[src/rtl/rx_admit_pkg.sv]
package rx_admit_pkg;
  localparam int unsigned BUF_W = 15;
  typedef enum logic [1:0] {
    BSEL_DEF = 2'b00,
    BSEL_BIG = 2'b01,
    BSEL_MID = 2'b10,
    BSEL_SML = 2'b11
  } bufsel_e;
endpackage

[src/rtl/rx_ready_gate.sv]
module rx_ready_gate (
  input  logic link_up,
  input  logic rx_en,
  input  logic bus_master_en,
  output logic rx_ready
);
  always_comb begin
    rx_ready = 1'b1;
    if (!link_up)       rx_ready = 1'b0;
    if (!rx_en)         rx_ready = 1'b0;
    if (!bus_master_en) rx_ready = 1'b0;
  end
endmodule

[src/rtl/rx_len_judge.sv]
module rx_len_judge #(
  parameter int unsigned LEN_W   = 16,
  parameter int unsigned STD_MAX = 1522,
  parameter int unsigned JMB_MAX = 16384
) (
  input  logic [LEN_W-1:0] frm_len,
  input  logic             long_pkt_en,
  input  logic             keep_bad_pkts,
  output logic             too_long
);
  localparam logic [LEN_W-1:0] STD_LIM = LEN_W'(STD_MAX);
  localparam logic [LEN_W-1:0] JMB_LIM = LEN_W'(JMB_MAX);

  logic over_std;
  logic over_jmb;

  always_comb begin
    over_std = (frm_len > STD_LIM);
    over_jmb = (frm_len > JMB_LIM);
    if (keep_bad_pkts)
      too_long = 1'b0;
    else if (long_pkt_en)
      too_long = over_jmb;
    else
      too_long = over_std;
  end
endmodule

[src/rtl/rx_sat_counter.sv]
module rx_sat_counter #(
  parameter int unsigned W = 32
) (
  input  logic         clk,
  input  logic         rst_n,
  input  logic         inc,
  output logic [W-1:0] cnt
);
  localparam logic [W-1:0] CMAX = {W{1'b1}};

  logic [W-1:0] cnt_nxt;
  logic         cnt_ce;

  always_comb begin
    cnt_ce  = inc && (cnt != CMAX);
    cnt_nxt = cnt + W'(1);
  end

  always_ff @(posedge clk or negedge rst_n) begin
    if (!rst_n)      cnt <= '0;
    else if (cnt_ce) cnt <= cnt_nxt;
  end

  // once full, the count stays full
  p_no_wrap_r6: assert property (@(posedge clk) disable iff (!rst_n)
    ($past(cnt) == CMAX) |-> (cnt == CMAX));
  // the count only ever moves up by one
  p_step_one_r5: assert property (@(posedge clk) disable iff (!rst_n)
    (cnt != $past(cnt)) |-> (cnt == $past(cnt) + W'(1)));
endmodule

[src/rtl/rx_bufsize_dec.sv]
module rx_bufsize_dec
  import rx_admit_pkg::*;
(
  input  logic [1:0]       buf_sel,
  input  logic             buf_ext,
  output logic [BUF_W-1:0] buf_bytes
);
  localparam int unsigned SH_DEF = 11;
  localparam int unsigned SH_LO  = 10;
  localparam int unsigned SH_HI  = 14;

  logic [3:0] shamt;
  bufsel_e    sel;

  always_comb begin
    sel = bufsel_e'(buf_sel);
    unique case (sel)
      BSEL_BIG: shamt = buf_ext ? 4'(SH_HI)     : 4'(SH_LO);
      BSEL_MID: shamt = buf_ext ? 4'(SH_HI - 1) : 4'(SH_LO - 1);
      BSEL_SML: shamt = buf_ext ? 4'(SH_HI - 2) : 4'(SH_LO - 2);
      default:  shamt = 4'(SH_DEF);
    endcase
    buf_bytes = BUF_W'(1) << shamt;
  end

  // every decoded size is a single power of two
  always_comb begin
    p_pow2_r10: assert ($countones(buf_bytes) == 1 || $isunknown(buf_sel) || $isunknown(buf_ext));
  end
endmodule

[src/rtl/rx_admit_check.sv]
module rx_admit_check
  import rx_admit_pkg::*;
#(
  parameter int unsigned LEN_W   = 16,
  parameter int unsigned CNT_W   = 32,
  parameter int unsigned STD_MAX = 1522,
  parameter int unsigned JMB_MAX = 16384
) (
  input  logic             clk,
  input  logic             rst_n,
  input  logic             link_up,
  input  logic             rx_en,
  input  logic             bus_master_en,
  input  logic             long_pkt_en,
  input  logic             keep_bad_pkts,
  input  logic             frm_len_vld,
  input  logic [LEN_W-1:0] frm_len,
  input  logic [1:0]       buf_sel,
  input  logic             buf_ext,
  output logic             dec_vld,
  output logic             frm_accept,
  output logic             oversize_pulse,
  output logic [CNT_W-1:0] oversize_cnt,
  output logic [BUF_W-1:0] buf_bytes
);
  logic rst_m, rst_s;
  logic rx_ready, too_long;
  logic vld_nxt, acc_nxt, ovs_nxt;

  always_ff @(posedge clk or negedge rst_n) begin
    if (!rst_n) begin
      rst_m <= 1'b0;
      rst_s <= 1'b0;
    end else begin
      rst_m <= 1'b1;
      rst_s <= rst_m;
    end
  end

  rx_ready_gate u_gate (
    .link_up       (link_up),
    .rx_en         (rx_en),
    .bus_master_en (bus_master_en),
    .rx_ready      (rx_ready)
  );

  rx_len_judge #(.LEN_W(LEN_W), .STD_MAX(STD_MAX), .JMB_MAX(JMB_MAX)) u_judge (
    .frm_len       (frm_len),
    .long_pkt_en   (long_pkt_en),
    .keep_bad_pkts (keep_bad_pkts),
    .too_long      (too_long)
  );

  always_comb begin
    vld_nxt = frm_len_vld;
    acc_nxt = frm_len_vld && rx_ready && !too_long;
    ovs_nxt = frm_len_vld && rx_ready && too_long;
  end

  always_ff @(posedge clk or negedge rst_s) begin
    if (!rst_s) begin
      dec_vld        <= 1'b0;
      frm_accept     <= 1'b0;
      oversize_pulse <= 1'b0;
    end else begin
      dec_vld        <= vld_nxt;
      frm_accept     <= acc_nxt;
      oversize_pulse <= ovs_nxt;
    end
  end

  rx_sat_counter #(.W(CNT_W)) u_cnt (
    .clk   (clk),
    .rst_n (rst_s),
    .inc   (ovs_nxt),
    .cnt   (oversize_cnt)
  );

  rx_bufsize_dec u_buf (
    .buf_sel   (buf_sel),
    .buf_ext   (buf_ext),
    .buf_bytes (buf_bytes)
  );

  // acceptance requires a ready receiver at the strobe
  p_accept_ready_r1: assert property (@(posedge clk) disable iff (!rst_s)
    frm_accept |-> $past(link_up && rx_en && bus_master_en));
  // without long frames, an accepted frame is within the standard limit
  p_std_limit_r2: assert property (@(posedge clk) disable iff (!rst_s)
    (frm_accept && !$past(long_pkt_en) && !$past(keep_bad_pkts))
      |-> ($past(frm_len) <= LEN_W'(STD_MAX)));
  // keeping bad frames suppresses oversize drops
  p_keep_bad_r4: assert property (@(posedge clk) disable iff (!rst_s)
    oversize_pulse |-> !$past(keep_bad_pkts));
  // a drop and an accept never coincide, and a drop moves the count unless full
  p_drop_excl_r5: assert property (@(posedge clk) disable iff (!rst_s)
    !(oversize_pulse && frm_accept));
  p_drop_counts_r5: assert property (@(posedge clk) disable iff (!rst_s)
    oversize_pulse |-> ((oversize_cnt != $past(oversize_cnt)) || (&oversize_cnt)));
  // a verdict appears exactly one clock after its strobe
  p_vld_follow_r7: assert property (@(posedge clk) disable iff (!rst_s)
    dec_vld == $past(frm_len_vld));
  p_quiet_r7: assert property (@(posedge clk) disable iff (!rst_s)
    !dec_vld |-> (!frm_accept && !oversize_pulse));
endmodule

[config.mk]
export PLATFORM = sky130hd
export DESIGN_NAME = rx_admit_check
export DESIGN_NICKNAME = d
export VERILOG_FILES = /design/src/rtl/rx_admit_pkg.sv /design/src/rtl/rx_ready_gate.sv /design/src/rtl/rx_len_judge.sv /design/src/rtl/rx_sat_counter.sv /design/src/rtl/rx_bufsize_dec.sv /design/src/rtl/rx_admit_check.sv
export SDC_FILE = /design/constraint.sdc
export NUM_CORES = 1
export LEC_CHECK = 0
export BUFFER_PORTS_ARGS = -buffer_cell sky130_fd_sc_hd__buf_2
export CAP_MARGIN = 20
export CORE_MARGIN = 3
export CORE_UTILIZATION = 49
export CTS_BUF_LIST = sky130_fd_sc_hd__clkbuf_8
export DETAILED_ROUTE_END_ITERATION = 12
export PLACE_DENSITY = 0.8
export SYNTH_ARGS = -nofsm -noshare
export SYNTH_HDL_FRONTEND = slang
export SYNTH_HIERARCHICAL = 1
export SYNTH_SLANG_ARGS = --single-unit
[constraint.sdc]
create_clock -name clk -period 1.75 [get_ports clk]
set_input_delay 0.175 -clock clk [delete_from_list [all_inputs] [get_ports clk]]
set_output_delay 0.175 -clock clk [all_outputs]
set_load 0.01 [all_outputs]
* After elaboration in Yosys (flattened, before gate mapping)
Index checks and enable logic that the tools add are counted.
** Word-level totals
- Register bits :: 37
- Latch bits :: 0
- Bits in writable memories :: 0
- Memory bits (read-only) :: 0
- Input bits :: 27
- Output and inout bits :: 50
- Memories kept :: 0
** Cells by class
- Add/sub/neg operators :: 1
- Multipliers :: 0
- Divide/modulo/power cells :: 0
- Order comparisons :: 2
- Equality and inequality tests :: 4
- Shifts and indexed selects :: 1
- Muxes and demuxes :: 9
- Bitwise gates (word level) :: 0
- Reduce and logical (&&, ||, !) cells :: 5
** Operators with widths (count)
- 32-bit by 1-bit adder with 32-bit output, second input constant :: 1
- 32-bit != test, second input constant :: 1
- 16-bit by 11-bit > comparator with 1-bit output, second input constant :: 1
- 16-bit by 15-bit > comparator with 1-bit output, second input constant :: 1
- 1-bit by 4-bit left shift with 15-bit output, first input constant :: 1
- 4-bit case mux with 3 select lines :: 1
- 3-bit 2-to-1 mux :: 3
- 1-bit 2-to-1 mux :: 5
- 2-bit equality test, second input constant :: 2
- 1-bit logical AND :: 4
- 2-bit by 1-bit equality test with 1-bit output, second input constant :: 1
- 1-bit zero test :: 1

* Longest topological paths before layout
Gate-level depths: netlist (run 1).
- Depth in word-level cells :: 6
- Depth in mapped cells :: 10
- Depth with buffers taken out :: 9

* By module
The synthesis (run 1) kept the hierarchy.
** Modules (own cells, without submodules)
- rx_sat_counter :: times used 1, cells an instance 151, area each 1624.1 sq um
- rx_admit_check :: times used 1, cells an instance 8, area each 145.1 sq um
- rx_bufsize_dec :: times used 1, cells an instance 16, area each 120.1 sq um
- rx_len_judge :: times used 1, cells an instance 13, area each 100.1 sq um
- rx_ready_gate :: times used 1, cells an instance 1, area each 6.3 sq um

* Worst setup path after synthesis (run 1)
Ideal clock, no wire load.
- Kind :: input to register
- Start point :: in frm_len[4]
- End point :: reg u_cnt.cnt[15]
- Arrival time :: 2.185 ns
- Required time :: 1.625 ns
- Setup slack :: -0.559 ns
- Cell stages on the path :: 9
- Buffers on the path :: 1
- Cell sequence :: or4_4 -> o41ai_2 -> a221oi_1 -> and3_2 -> and3_1 -> nor2b_1 -> clkbuf_1 -> nand3_1 -> mux2_2
** Between the ends
- Longest elaborated chain between the ends :: 5
- Elaborated cells between the ends (all ways) :: 6
** Ends and longest elaborated chain
- start, declared :: RTL line rx_admit_check.sv:17 : input logic [LEN_W-1:0] frm_len,
- 16-bit by 11-bit > comparator with 1-bit output / 16-bit by 15-bit > comparator with 1-bit output (equally long branches) :: RTL line rx_len_judge.sv:18, rx_len_judge.sv:19
- 1-bit 2-to-1 mux (*) :: RTL line rx_len_judge.sv:22 : else if (long_pkt_en)
- 1-bit 2-to-1 mux (*) :: RTL line rx_len_judge.sv:20 : if (keep_bad_pkts)
- named net too_long :: RTL line rx_admit_check.sv:27 : logic rx_ready, too_long;
- 1-bit logical AND (*) :: RTL line rx_admit_check.sv:57 : ovs_nxt = frm_len_vld && rx_ready && too_long;
- named net ovs_nxt :: RTL line rx_admit_check.sv:28 : logic vld_nxt, acc_nxt, ovs_nxt;
- 1-bit logical AND (*) :: RTL line rx_sat_counter.sv:15 : cnt_ce = inc && (cnt != CMAX);
- end signal, assigned :: RTL line rx_sat_counter.sv:21 : else if (cnt_ce) cnt <= cnt_nxt;
- end, declared :: RTL line rx_sat_counter.sv:7 : output logic [W-1:0] cnt
The timed path passes the listed nets; every way through them passes the cells marked *.
A chain may end at the register's enable or synchronous reset.

* Final worst setup path (run 1)
- Start point :: in frm_len[7]
- End point :: reg u_cnt.cnt[18]
Same word-level chain as after synthesis.

==> results of run 1 <==
[how the worst max path moves through the flow]
stage,slack [ps],endpoint
floorplan,-460,u_cnt/cnt[15]
global placement,-690,u_cnt/cnt[29]
detailed placement,-830,u_cnt/cnt[29]
CTS,-190,u_cnt/cnt[29]
global route,-370,u_cnt/cnt[29]
finish,-250,u_cnt/cnt[18]
[power by group]
part | internal [mW] | leakage, nW | switching [mW] | total, mW
Sequential | 0.886 | 0.501 | 0.0424 | 0.928
Clock | 0.271 | 0.0491 | 0.324 | 0.594
Combinational | 0.118 | 1.09 | 0.118 | 0.236
[synthesized netlist by cell type]
library cell  count
xor2_1            5
a211oi_1          1
or4_1             1
or3_1             3
nand4_1          16
clkbuf_1          1
nor2b_1           2
and3_1            3
dfrtp_1          37
nand3_1          15
ha_1              1
nor3_2            2
buf_6             1
nand3_2           1
nand4_2           1
or4_4             3
and3b_1           1
nor3b_1           2
nand2_1          17
mux2_2            1
mux2_1            1
o41ai_2           1
nand3b_1          1
nor4_2            1
nor4_1            3
and3b_2           3
o31ai_4           1
a21oi_1           2
a211o_1           1
inv_1             1
conb_1            2
nor2_1           10
nand2_2           1
o211ai_1          2
a31oi_1           1
nor3_1            4
xnor2_1          24
and3_2            2
buf_4             8
nor4_4            1
and4_1            4
a221oi_1          1
[sequential cells by signal, summed over array words and instances (netlist names)]
register        flops
u_cnt/cnt          32
frm_accept          1
rst_m               1
dec_vld             1
oversize_pulse      1
rst_s               1
[routing by layer]
layer,GRT usage [%],vias up,wire [um]
met3,5.80,31,524
met1,30.1,1027,2540
li1,-,940,-
met5,0,-,0
met4,12.3,0,271
met2,45.3,120,3410
[area by class of cell]
cell class	count	area [um2]	area share, %
clock buffer	5	68.8	2.17
clock inverter	3	13.8	0.434
inverter	1	3.75	0.118
multi-input combinational	148	1250	39.5
sequential	37	930	29.3
tap	48	60.1	1.90
timing repair buffer	128	841	26.5
[stage by stage]
stage / cell area [um2] / setup slack [ps] / utilization [%] / power, mW / cells
after floorplan: 2060 / -464 / - / 1.05 / 196
after CTS: 3040 / -189 / 79.9 / 1.75 / 364
after global routing: 3170 / -369 / 83.4 / 1.82 / 370
after detailed placement: 2740 / -832 / 72.1 / 1.15 / 349
final: 3170 / -253 / 83.4 / 1.76 / 370
after global placement: 2740 / -693 / 72.1 / 1.14 / 349
[cells by family after synthesis]
group                      after synthesis  synth area share [%]
buffers and inverters                   11                  3.95
adders and majority gates                1                 0.627
other                                    2                 0.376
AOI/OAI and AO/OA                       10                  4.70
muxes                                    2                  1.13
DFF                                     37                  46.4
and+or+nand+nor                         97                  30.1
xor gates and xnor gates                29                  12.7
[timing repair]
action / 4_1_cts / 5_1_grt
gates resized for setup: 31 / 17
pin swaps: 24 / 29
buffers inserted: 6 / 8
hold buffers: 1 / 0
endpoints found under the hold margin: 2 / 0
endpoints found under the setup margin: 29 / 32
==> metrics.md, run 1 <==
| Metric | Value |
|---|---|
| Commonest non-fill, non-tap cell in the layout | `buf_2` |
| Fmax | `499 MHz` |
| Crit path max fanout | `4` |
| Core area | `between 3000 and 4000 um2` |
| Synth top area cells | `dfrtp_1, xnor2_1, nand4_1, nand3_1, nand2_1` |
| Clock Tree Buf Depth | `2` |
| Mapped Cells | `~190` |
| HP Start | `frm_len_vld` |
| Worst Hold Margin | `between 20 and 30 ps` |
| Syn Area/Cell | `approximately 11 um2` |
| Worst setup EP type | `flop` |
| Total CTS buffers | `5` |
| Worst r2r dst | `u_cnt/cnt[13]` |
| Outcome | `finished, violations left` |
| Pre-antenna DRT Iters | `4` |
| Initial core utilization | `between 50% and 60%` |
| Clk Latency, worst-skew pair | `about 300 ps` |
| DR WL/cell | `approximately 18 um` |
| Final worst slack | `-253 ps` |
| Final WL | `6.75 mm` |
| Syn-to-layout area delta | `58.7%` |
| Avg Vias per Cell | `between 5 and 6` |
| Worst vdd ir | `approximately 0.42 mV` |
| Critical R2R Launch | `u_cnt/cnt[25]` |
| R2R Setup Slk | `-240 ps` |
| R2r worst-path depth | `6` |
| Synth Register Bits | `37` |
| Failing checks | `negative setup slack` |
| Max-cap violations | `0` |
| Power per unit of standard cell area | `555 nW/um2` |
| Final antenna-violating net count | `0` |
| CTS tree | `yes` |
| Final period utilization | `114%` |
| Setup_tns | `-5510 ps` |
| Htree depth | `2` |
| Die ar. | `between 4000 and 5000 um2` |
| CTS sink count | `37` |
| Fin crit period | `approximately 2000 ps` |
| Die Height | `between 60 and 70 um` |
| Endpoints failing setup | `32` |
| CP max stage delay | `about 400 ps` |
| Width of the die | `~70 um` |
| Ports | `77` |
| Pleak | `roughly 1.6 nW` |
| CP Class | `input pin to flop` |
| Req. time, crit path | `between 1500 and 2000 ps` |
| Largest net degree at the start of global routing | `36` |
| Yosys cell types | `between 40 and 50` |
| Hold Vio Cnt, Final | `0` |
| Initial drt markers | `159` |
| Ant. Diodes | `0` |
| Cell count along the critical path | `11` |
| Vias post-DR | `2118` |
| Worst Path Buf+Inv | `4` |
| Post-DP HPWL | `~4.1 mm` |
| Critical path startpoint category | `input pin` |
| Min-Delay Path Class | `input pin to flop` |
| Max Slew Vio Count | `0` |
| # port buffers | `about 70` |
| Setup Skew | `about 7.7 ps` |
| Crit path from | `frm_len[7]` |
| Worst-path clk slew | `about 80 ps` |
| Vias in the first global route | `2130` |
| Master of the slowest instance on the critical path | `or3_1` |
| Layout cell share with drive strength beyond 1 | `a little under three fifths` |
| Critical Path, Cell by Cell | `buf_6 > nand4_1 > or3_1 > a221oi_2 > and3_4 > buf_6 > nand4_1 > buf_4 > nor3_4 > buf_4 > xor2_1` |
| WP data arrival | `between 2000 and 2500 ps` |
| Synthesis Warnings | `6` |
| GP Congestion | `roughly 0.86` |
| Top-area cell type share of the netlist area | `a little under half` |
| GR Overflow Total | `0` |
| Hold Crit Endpoint | `dec_vld` |
| Top cell family by delay on the critical path | `simple AND/OR/NAND/NOR gates` |
| GR Util All Layers | `between 20% and 30%` |
| Synthesized area | `2000 um2` |
| Post-layout net count | `roughly 350` |
| Area leader, netlist | `dfrtp_1` |
| Sequential fraction of the synthesis area | `46.4%` |
| Commonest non-fill, non-tap cells in the layout | `buf_2, buf_4, dfrtp_1` |
| Wire length of the first global-routing pass | `about 10 mm` |
| Cell Rows | `22` |
| Root buf cell | `clkbuf_8` |
| WHS Path Cells | `1` |
| DRC | `0` |
| Initial antenna violation count | `0` |
| FILL cells | `around 200` |
| Unrepaired setup endpoints after global routing | `yes` |
(Power assumes the default switching activity.)
==> run 2, diff against run 1 <==
--- a/config.mk
+++ b/config.mk
@@ -12,4 +12,5 @@
 export CTS_BUF_LIST = sky130_fd_sc_hd__clkbuf_8
 export DETAILED_ROUTE_END_ITERATION = 12
+export MAX_ROUTING_LAYER = met4
 export PLACE_DENSITY = 0.8
 export SYNTH_ARGS = -nofsm -noshare
==> constraint.sdc (replaced) <==
create_clock -name clk -period 1.75 [get_ports clk]
set_input_delay 0.175 -clock clk [delete_from_list [all_inputs] [get_ports clk]]
set_output_delay 0.175 -clock clk [all_outputs]
set_load 0.05 [all_outputs]
==> metrics.md, run 2 (synthesis gave the netlist of run 1 again) <==
| Metric | Value |
|---|---|
| Outcome | `finished, violations left` |
| Failing checks | `negative setup slack` |
| Post-layout util | `88.7% (+5.3 points)` |
| GP Congestion | `0.865 (+0.22%)` |
| Critical R2R Launch | `u_cnt/cnt[11]` |
| Wire length of the first global-routing pass | `10.1 mm (+0.69%)` |
| R2r worst-path depth | `5 (-1)` |
| Final Power | `2.15 mW (+22%)` |
| Final worst slack | `-344 ps (-90.7 ps)` |
| Worst vdd ir | `0.560 mV (+32%)` |
| Commonest non-fill, non-tap cells in the layout | `buf_2, buf_4, dfrtp_2` |
| Core area | `3800 um2 (unchanged)` |
| Total CTS buffers | `5 (unchanged)` |
| Clock Tree Buf Depth | `2 (unchanged)` |
| Max Slew Vio Count | `0 (unchanged)` |
| Ant. Diodes | `0 (unchanged)` |
| Internal power | `1.49 mW (+17%)` |
| DR WL/cell | `20.4 um (+12%)` |
| DRC | `0 (unchanged)` |
| Syn-to-layout area delta | `68.9%` |
| Largest net degree at the start of global routing | `36 (unchanged)` |
| Net Sw Frac | `30.6% (+3.0 points)` |
| Fmax | `478 MHz (-4.3%)` |
| GR Overflow Total | `0 (unchanged)` |
| CP Class | `input pin to flop` |
| FILL cells | `170 (-16%)` |
| Hold Vio Cnt, Final | `0 (unchanged)` |
| Final WL | `7.62 mm (+13%)` |
| Power per unit of standard cell area | `637 nW/um2 (+15%)` |
| GR Util All Layers | `26.9% (+0.87 points)` |
| Fin crit period | `2090 ps (+90.7 ps)` |
| Cell Rows | `22 (unchanged)` |
| Commonest non-fill, non-tap cell in the layout | `buf_2` |
| Worst-path clk slew | `80 ps (about the same)` |
| Endpoints failing setup | `32 (unchanged)` |
| Root buf cell | `clkbuf_8` |
| Ports | `77 (unchanged)` |
| Width of the die | `69.8 um (unchanged)` |
| Die Height | `69.8 um (unchanged)` |
| Combinational share of power | `19.9% (+6.5 points)` |
| Min-Delay Path Class | `input pin to flop` |
| Largest register FFs | `32 (unchanged)` |
| Critical path startpoint category | `input pin` |
| Crit path to | `u_cnt/cnt[29]` |
| Pre-antenna DRT Iters | `4 (unchanged)` |
| Clk Latency, worst-skew pair | `300 ps (about the same)` |
| Relative slew slack | `approximately 67%` |
| Initial drt markers | `186 (+17%)` |
| Htree depth | `2 (unchanged)` |
| Crit path max fanout | `6 (+2)` |
| Register share of total power | `43.1% (-9.7 points)` |
| Crit path from | `frm_len[7]` |
| # port buffers | `68 (unchanged)` |
| Avg Vias per Cell | `5.82 (+1.7%)` |
| Initial antenna violation count | `0 (unchanged)` |
| CTS tree | `yes` |
| Worst r2r dst | `u_cnt/cnt[25]` |
| Final period utilization | `120% (+5.2 points)` |
| Final antenna-violating net count | `0 (unchanged)` |
| Sw Pwr | `0.657 mW (+36%)` |
| Clock network fraction of total power | `37.0% (+3.2 points)` |
| Unrepaired setup endpoints after global routing | `yes` |
| WP data arrival | `2310 ps (+90 ps)` |
| Setup Skew | `7.27 ps (-0.390 ps)` |
| Layout cell share with drive strength beyond 1 | `68.3% (+11 points)` |
| Slew @ Worst Pin | `between 400 and 500 ps` |
| R2R Setup Slk | `-140 ps (+100 ps)` |
| Worst setup EP type | `flop` |
| Post-DP HPWL | `3.96 mm (-3.3%)` |
| CTS sink count | `37 (unchanged)` |
| Pleak | `1.72 nW (+5.0%)` |
| Top reg by flops | `u_cnt/cnt` |
| Vias post-DR | `2171 (+2.5%)` |
| Post-layout net count | `352 (+0.86%)` |
| Die ar. | `4870 um2 (unchanged)` |
| Max-cap violations | `0 (unchanged)` |
| Setup_tns | `-6780 ps (-1270 ps)` |
| Vias in the first global route | `2043 (-4.1%)` |
| Initial core utilization | `52.5% (unchanged)` |
| Req. time, crit path | `1970 ps (about the same)` |
[run 2: per-stage QoR]
step | setup slack [ps] | hold WS [ps] | instance area (um2) | instances
after detailed placement | -833 | -36.8 | 2810 | 349
after global placement | -690 | -38.6 | 2810 | 349
after CTS | -190 | 13.4 | 3160 | 362
final | -344 | 14.3 | 3370 | 373
after floorplan | -468 | -121 | 2140 | 196
after global routing | -466 | 23.1 | 3370 | 373
[run 2: power by group through the flow]
| stage | clock network, mW | registers [mW] | logic (mW) |
|---|---|---|---|
| after floorplan | 0 | 1.05 | 0.146 |
| after global placement | 0 | 0.930 | 0.372 |
| after detailed placement | 0 | 0.930 | 0.379 |
| after CTS | 0.786 | 0.918 | 0.407 |
| after global routing | 0.842 | 0.928 | 0.451 |
| final | 0.795 | 0.926 | 0.428 |
[run 2: timing repair]
item                                    CTS  global route
hold buffers                              1             0
gates resized for setup                  36            26
pin swaps                                26            25
endpoints found under the setup margin   29            32
hold endpoints to repair                  2             0
buffers inserted                          4            13
[run 2: worst min-delay path by stage]
stage           startpoint      end  slack (ps)  cells past startpoint
2_1_floorplan        rst_n    rst_m        -120                      0
3_3_place_gp         rst_n    rst_m         -40                      1
3_5_place_dp         rst_n    rst_m         -40                      1
4_1_cts        frm_len_vld  dec_vld          10                      1
5_1_grt        frm_len_vld  dec_vld          20                      1
6_report       frm_len_vld  dec_vld          10                      1
[run 2: critical path: stages]
cell and delay, ps:
buf_6 70, nand4_1 90, or3_1 370, a221oi_2 280, and3_4 240, and3_4 210, nor2b_4 270, nand4_1 190
nor4_2 230, xor2_1 180
[run 2: cell type report]
| cell class | count | area, um2 | area share [%] |
|---|---|---|---|
| Sequential cell | 37 | 960 | 28.5 |
| Timing Repair Buffer | 131 | 915 | 27.1 |
| Multi-Input combinational cell | 148 | 1310 | 38.9 |
| Inverter | 1 | 3.75 | 0.111 |
| Clock buffer | 6 | 82.6 | 2.45 |
| Clock inverter | 2 | 37.5 | 1.11 |
| Tap cell | 48 | 60.1 | 1.78 |
[run 2: per-layer routing]
| metal | part of all wire [%] | global-route usage, % | vias up |
|---|---|---|---|
| li1 | - | - | 947 |
| met1 | 37 | 33.2 | 1031 |
| met2 | 51 | 45.6 | 155 |
| met3 | 7.7 | 2.46 | 38 |
| met4 | 4.8 | 10.4 | 0 |
| met5 | 0 | - | - |
